File: src/rtl/nak_timeout_mon.sv
module nak_timeout_mon #(
  parameter int LIM_W   = 5,
  parameter int MAX_EXP = 16
) (
  input  logic             clk,
  input  logic             rst_n,
  input  logic [LIM_W-1:0] limit_i,
  input  logic             frame_tick_i,
  input  logic             nak_i,
  input  logic             resp_other_i,
  input  logic             xact_active_i,
  input  logic             flag_clr_i,
  output logic             halt_o,
  output logic             timeout_o,
  output logic             irq_o
);

  localparam int CNT_W = MAX_EXP;
  localparam logic [CNT_W-1:0] CNT_MAX = '1;

  logic [CNT_W-1:0] cnt_q;
  logic             pend_q;
  logic             flag_q;
  logic             irq_q;

  logic [LIM_W-1:0] m_eff;
  logic             enabled;
  logic [CNT_W:0]   window;
  logic             accept;
  logic             nak_ok;
  logic             other_ok;
  logic             frame_nak;
  logic [CNT_W-1:0] cnt_inc;
  logic             set_now;

  assign m_eff     = (limit_i > LIM_W'(MAX_EXP)) ? LIM_W'(MAX_EXP) : limit_i;
  assign enabled   = (m_eff >= LIM_W'(2));
  assign window    = (CNT_W+1)'(1) << (m_eff - LIM_W'(1));
  assign accept    = xact_active_i & ~flag_q;
  assign nak_ok    = nak_i & accept;
  assign other_ok  = resp_other_i & accept;
  assign frame_nak = pend_q | nak_ok;
  assign cnt_inc   = (cnt_q == CNT_MAX) ? cnt_q : cnt_q + CNT_W'(1);
  assign set_now   = ~flag_clr_i & ~other_ok & frame_tick_i & enabled &
                     frame_nak & ~flag_q & ({1'b0, cnt_inc} > window);

  always_ff @(posedge clk) begin
    if (!rst_n) begin
      cnt_q  <= '0;
      pend_q <= 1'b0;
      flag_q <= 1'b0;
      irq_q  <= 1'b0;
    end else begin
      irq_q <= set_now;
      if (flag_clr_i) begin
        cnt_q  <= '0;
        pend_q <= 1'b0;
        flag_q <= 1'b0;
      end else if (other_ok) begin
        cnt_q  <= '0;
        pend_q <= 1'b0;
      end else if (frame_tick_i) begin
        pend_q <= 1'b0;
        if (!enabled)
          cnt_q <= '0;
        else if (frame_nak)
          cnt_q <= cnt_inc;
        if (set_now)
          flag_q <= 1'b1;
      end else if (nak_ok) begin
        pend_q <= 1'b1;
      end
    end
  end

  assign halt_o    = flag_q;
  assign timeout_o = flag_q;
  assign irq_o     = irq_q;

endmodule


File: config.mk
export PLATFORM = sky130hd
export DESIGN_NAME = nak_timeout_mon
export DESIGN_NICKNAME = d
export VERILOG_FILES = /design/src/rtl/nak_timeout_mon.sv
export SDC_FILE = /design/constraint.sdc
export NUM_CORES = 1
export LEC_CHECK = 0
export BUFFER_PORTS_ARGS = -buffer_cell sky130_fd_sc_hd__buf_2
export CAP_MARGIN = 5
export CORE_UTILIZATION = 25
export DETAILED_ROUTE_END_ITERATION = 16
export PLACE_DENSITY = 0.37
export SYNTH_ARGS = -nofsm -noshare
export SYNTH_HDL_FRONTEND = slang
export SYNTH_SLANG_ARGS = --single-unit
File: constraint.sdc
create_clock -name clk -period 5.2 [get_ports clk]
set_input_delay 0.78 -clock clk [delete_from_list [all_inputs] [get_ports clk]]
set_output_delay 0.78 -clock clk [all_outputs]
set_load 0.01 [all_outputs]
# Yosys cells after proc, flatten, opt, wreduce, memory -nomap -nowiden
# Index checks and enable logic that the tools add are counted.
[totals]
reg_bits = 19
input_bits = 12
output_inout_bits = 3
[op_classes]
addsub = 2
n_lt_le_gt_ge = 3
eq_ne = 2
shift = 1
n_mux = 4
n_bitwise = 14
reduce_logical = 5
[ops]
columns = ["cell", "count"]
rows = [
  ["$mux W16", 3],
  ["$gt A16 B17 Y1", 1],
  ["$shl A1 B5 Y17 const A", 1],
  ["$add A16 B1 Y16 const B", 1],
  ["$eq A16 B16 Y1 const B", 1],
  ["$and A1 B1 Y1", 9],
  ["$ge A5 B2 Y1 const B", 1],
  ["$gt A5 B5 Y1 const B", 1],
  ["$mux W5", 1],
  ["$sub A5 B1 Y5 const B", 1],
  ["$not A1 Y1", 4],
  ["$reduce_or A4 Y1", 1],
  ["$reduce_and A3 Y1", 1],
  ["$reduce_or A3 Y1", 1],
  ["$ne A2 B1 Y1 const B", 1],
  ["$reduce_and A2 Y1", 1],
  ["$reduce_or A2 Y1", 1],
  ["$or A1 B1 Y1", 1],
]

# Depth between registers and ports, before layout
[depth]
word_depth = 11
depth_mapped = 12

# Worst setup path before layout
# Ideal clock, no wire load.
[synth_path]
path_type = "register to register"
startpoint = "register cnt_q[0]"
endpoint = "register flag_q (netlist: halt_o)"
t_arrival_ps = 2850
slack_ps = 2281
path_stages_with_launch = 12
synth_period_minus_slack_ps = 2919
path_cell_list = "dfxtp_1 > ha_1 > inv_1 > nor4_2 > and4_1 > mux2_2 > ha_1 > nand4_1 > nor4_1 > nor4_2 > or4b_1 > a21oi_1"
[synth_between]
elab_chain_len = 5
word_cells_on_any_way = 6
[synth_rtl]
columns = ["item", "line_no", "rtl"]
rows = [
  ["from (decl)", "21", "logic [CNT_W-1:0] cnt_q;"],
  ["from (signal assigned)", "67", "cnt_q <= cnt_inc;"],
  ["$add A16 B1 Y16 / $eq A16 B16 Y1 (equally long branches)", "43", "assign cnt_inc = (cnt_q == CNT_MAX) ? cnt_q : cnt_q + CNT_W'(1);"],
  ["$mux W16 (*)", "43", ""],
  ["$gt A16 B17 Y1 (*)", "45", "frame_nak & ~flag_q & ({1'b0, cnt_inc} > window);"],
  ["$and A1 B1 Y1 (*)", "45", ""],
  ["$reduce_and A3 Y1 (no line) (*)", "--", ""],
  ["to (signal assigned)", "51", "flag_q <= 1'b0;"],
  ["to (signal assigned)", "58", "flag_q <= 1'b0;"],
  ["to (signal assigned)", "69", "flag_q <= 1'b1;"],
  ["to (decl)", "23", "logic flag_q;"],
]
# Every way passes the cells marked *; elsewhere a longest branch is shown, timed or not.
# A chain may end at the register's enable or synchronous reset.

# Worst setup path after layout
[layout_path]
startpoint = "register cnt_q[2]"
endpoint = "register flag_q (netlist: halt_o)"
# The elaborated chain is that of the path after synthesis.

==> flow_summary.rst <==
.. list-table::
   :header-rows: 1

   * - Metric
     - Value
   * - Switching power of the nets
     - between 0.00008 and 0.00009 W
   * - Post-CTS clock slew at the launch and capture registers of the worst setup and hold paths
     - around 0.09 ns
   * - Worst setup SP type
     - register
   * - Prevailing post-synth register cell
     - sky130_fd_sc_hd__dfxtp_1
   * - Number of core rows
     - 30
   * - # Post-CTS Setup Buffers
     - 0
   * - Antenna violations before repair
     - 0
   * - Part of the power in the clock network
     - approximately 39%
   * - Crit path largest cell delay
     - around 0.53 ns
   * - Max Fclk
     - roughly 300 MHz
   * - Hold Crit Endpoint
     - cnt_q[10]
   * - Total via count after detailed routing
     - between 1,500 and 2,000
   * - Required time worst endpoint
     - ~5.4 ns
   * - Number of global-route vias before repair
     - between 1,500 and 2,000
   * - Number of buffers and inverters on the critical path
     - 0
   * - Clock tree from TritonCTS
     - built
   * - Final Hold Violating Endpoints
     - 0
   * - I/O Buffers
     - 14
   * - Total of warnings raised by yosys
     - 0
   * - Fraction of layout cells with a size suffix above 1
     - between 15 and 20%
   * - Placed wire-length estimate
     - ~4.0 mm
   * - Max-slew violation count
     - 0
   * - Die H
     - 85.5 um
   * - Final period utilization
     - a little under two thirds
   * - Largest vdd supply drop
     - between 0.00006 and 0.00007 V
   * - Status
     - finished, final reports clean
   * - LEAKAGE
     - between 0.7 and 0.8 nW
   * - R2R setup slack
     - 1.89 ns
   * - Fill cell count
     - 753
   * - Chain of cells forming the critical path
     - nand3_4, nor4_2, nor2b_1, a31oi_1, a21oi_1, ha_1, nand4_1, nor4_1, nor4_2, or4b_1, a21oi_1
   * - RSZ-0062 raised after global routing
     - false
   * - Count of clock tree sinks
     - 19
   * - Top-level port count
     - 15
   * - Overall global routing resource usage
     - between 10% and 20%
   * - Initial standard-cell utilization of the core
     - between 20% and 30%
   * - Number of flops mapped to enable cells by yosys
     - 0
   * - Final #Nets
     - 260
   * - Most used cells in the layout excluding fill and tap cells
     - 26 x sky130_fd_sc_hd__nand2_1, 19 x sky130_fd_sc_hd__dfxtp_1, 17 x sky130_fd_sc_hd__a21oi_1, 17 x sky130_fd_sc_hd__ha_1, 14 x sky130_fd_sc_hd__buf_2
   * - Worst-Skew Late Latency
     - between 0.2 and 0.3 ns
   * - Routed wire per std cell
     - about 16 um
   * - Post-CTS resize count
     - 0
   * - Number of DRC violations after detailed routing
     - 0
   * - Floorplan core area
     - approximately 6800 um2
   * - Area overhead of the layout relative to synthesis
     - 11.4%
   * - Final count of negative-setup-slack endpoints
     - 0
   * - Hold slack
     - 0.519 ns
   * - Accumulated negative setup slack
     - 0 ns
   * - Launch instance of the worst register-to-register path
     - cnt_q[2]
   * - Category of the worst setup path capture point
     - register
   * - Die extent in x
     - 85.5 um
   * - Number of levels in the clock H-tree
     - 1
   * - Number of instances in the synthesized netlist
     - around 220
   * - Clock period minus worst slack
     - approximately 3.3 ns
   * - Commonest non-fill, non-tap cell in the layout
     - sky130_fd_sc_hd__nand2_1
   * - Sequential fraction of design power
     - 49.1%
   * - Sequential area share after synthesis
     - a little over a fifth
   * - HP Start
     - cnt_q[10]
   * - Largest fanout on the critical path
     - 7
   * - Deepest clock path buffer count
     - 2
   * - Diode count
     - 0
   * - Die Area
     - approximately 7300 um2
   * - Hold path cells
     - 1
   * - Unique masters post-synth
     - between 40 and 50
   * - Switching part of the total power
     - between 20% and 30%
   * - Pwr/cell area
     - 153 nW/um2
   * - Category of cells accounting for the largest share of critical-path delay
     - simple AND/OR/NAND/NOR gates
   * - Proportion of power drawn by combinational gates
     - 12.4%
   * - Wire length of the first global-routing pass
     - approximately 8.2 mm
   * - Min-Delay Path Class
     - register to register
   * - Reg-to-Reg End
     - halt_o
   * - Share of flip-flops with an asynchronous set or reset
     - 0%
   * - Placer's final routability congestion estimate
     - slightly above 0.8
   * - Post-detailed-routing wire length
     - 5.00 mm
   * - Count of state elements after synthesis
     - 19
   * - Synthesized area per cell
     - 8.10 um2
   * - Pre-Repair DR Iteration Count
     - 4
   * - Max-cap check violation count
     - 0
   * - Highest-delay cell along the critical path
     - sky130_fd_sc_hd__dfxtp_1
   * - Worst setup skew after layout
     - 0.00471 ns
   * - Post-synthesis cell area
     - around 1700 um2
   * - GRT overflow
     - 0
   * - Post-synth net total
     - 244
   * - Cell at the root of the clock tree
     - sky130_fd_sc_hd__clkbuf_8
   * - Hold-fix buffers, CTS
     - 0
   * - Cells on worst reg2reg path
     - 11
   * - Remaining max-slew budget at the tightest pin
     - between 30% and 40%
   * - WS Path Type
     - register to register
   * - Vias per cell
     - roughly 5.3
   * - Largest net degree at the start of global routing
     - 15
   * - Slew @ Worst Pin
     - 0.991 ns
   * - Num CTS Buffers
     - 3
   * - CP arrival
     - around 3.5 ns
   * - P_int
     - 0.000212 W
   * - Residual antenna-violating net count after detailed routing
     - 0
   * - Initial detailed-routing violation count
     - 116
[sequential cells by signal, indices dropped and copies added, names as in the netlist]
signal and flops:
irq_o 1, cnt_q 16, pend_q 1, halt_o 1
[logic make-up after synthesis]
family / share of synthesized area, %
multiplexers: 1.94
AND/OR/NAND/NOR: 32.4
flip-flops: 21.8
buffers and inverters: 2.51
XOR/XNOR: 6.03
AO/OA/AOI/OAI: 23.1
adder cells (fa/ha/maj): 12.2
[worst max-delay path by stage]
stage / end / from / cells past startpoint / slack [ns]
floorplan: halt_o / cnt_q[0] / 11 / 2.28
global placement: halt_o / cnt_q[0] / 11 / 1.78
detailed placement: halt_o / cnt_q[0] / 11 / 1.91
CTS: halt_o / cnt_q[0] / 11 / 1.88
global route: halt_o / cnt_q[0] / 11 / 1.60
finish: halt_o / cnt_q[2] / 11 / 1.89
[power groups by stage]
stage               registers [W]  clock network (W)   logic, W
floorplan                0.000150                  0  0.0000213
global placement         0.000150                  0  0.0000381
detailed placement       0.000150                  0  0.0000372
CTS                      0.000146           0.000119  0.0000374
global route             0.000146           0.000125  0.0000419
finish                   0.000146           0.000115  0.0000370
[stage by stage]
step / cells / cell area, um2 / total power (W) / worst slack, ns / utilization (%)
after floorplan: 215 / 1740 / 0.000171 / 2.28 / -
after global placement: 306 / 1890 / 0.000188 / 1.78 / 28.0
after detailed placement: 306 / 1890 / 0.000187 / 1.91 / 28.0
after CTS: 310 / 1940 / 0.000303 / 1.88 / 28.7
after global routing: 310 / 1940 / 0.000313 / 1.60 / 28.7
final: 310 / 1940 / 0.000298 / 1.89 / 28.7
[synthesized netlist by cell type, drive strengths merged (2+ instances only)]
cell type   n  area [um2]
xnor2       8        70.1
a211oi      2        15.0
nand2b      3        18.8
nor3b       2        15.0
inv         7        26.3
nor4        6        71.3
dfxtp      19         380
nor2        7        26.3
mux2        3        33.8
xor2        4        35.0
o21ai      11        58.8
a21o        6        45.0
nand4       7        43.8
a21oi      17        85.1
nor2b       3        18.8
nand3      13        92.6
nor3       12        75.1
a31oi      10        62.6
or3         5        36.3
o211ai      2        15.0
and3        2        12.5
nand2      26        97.6
or4         2        15.0
ha         17         213
a22o        6        52.6
buf         3        17.5
[cell type report]
cell class | instances | area [um2] | area share [%]
multi-input combinational | 186 | 1320 | 67.9
clock inverter | 1 | 5.00 | 0.258
sequential | 19 | 380 | 19.6
tap | 80 | 100 | 5.16
clock buffer | 3 | 41.3 | 2.13
timing repair buffer | 14 | 70.1 | 3.61
inverter | 7 | 26.3 | 1.35
[per-layer routing]
metal / up-vias / track usage, % / share of wire, %
met5: - / 0 / 0
met4: 0 / 4.24 / 1.9
met3: 8 / 2.43 / 3.8
met2: 38 / 22.6 / 45
met1: 747 / 20.6 / 49
li1: 855 / - / -
Note: power is estimated with default switching activity, not from simulation.
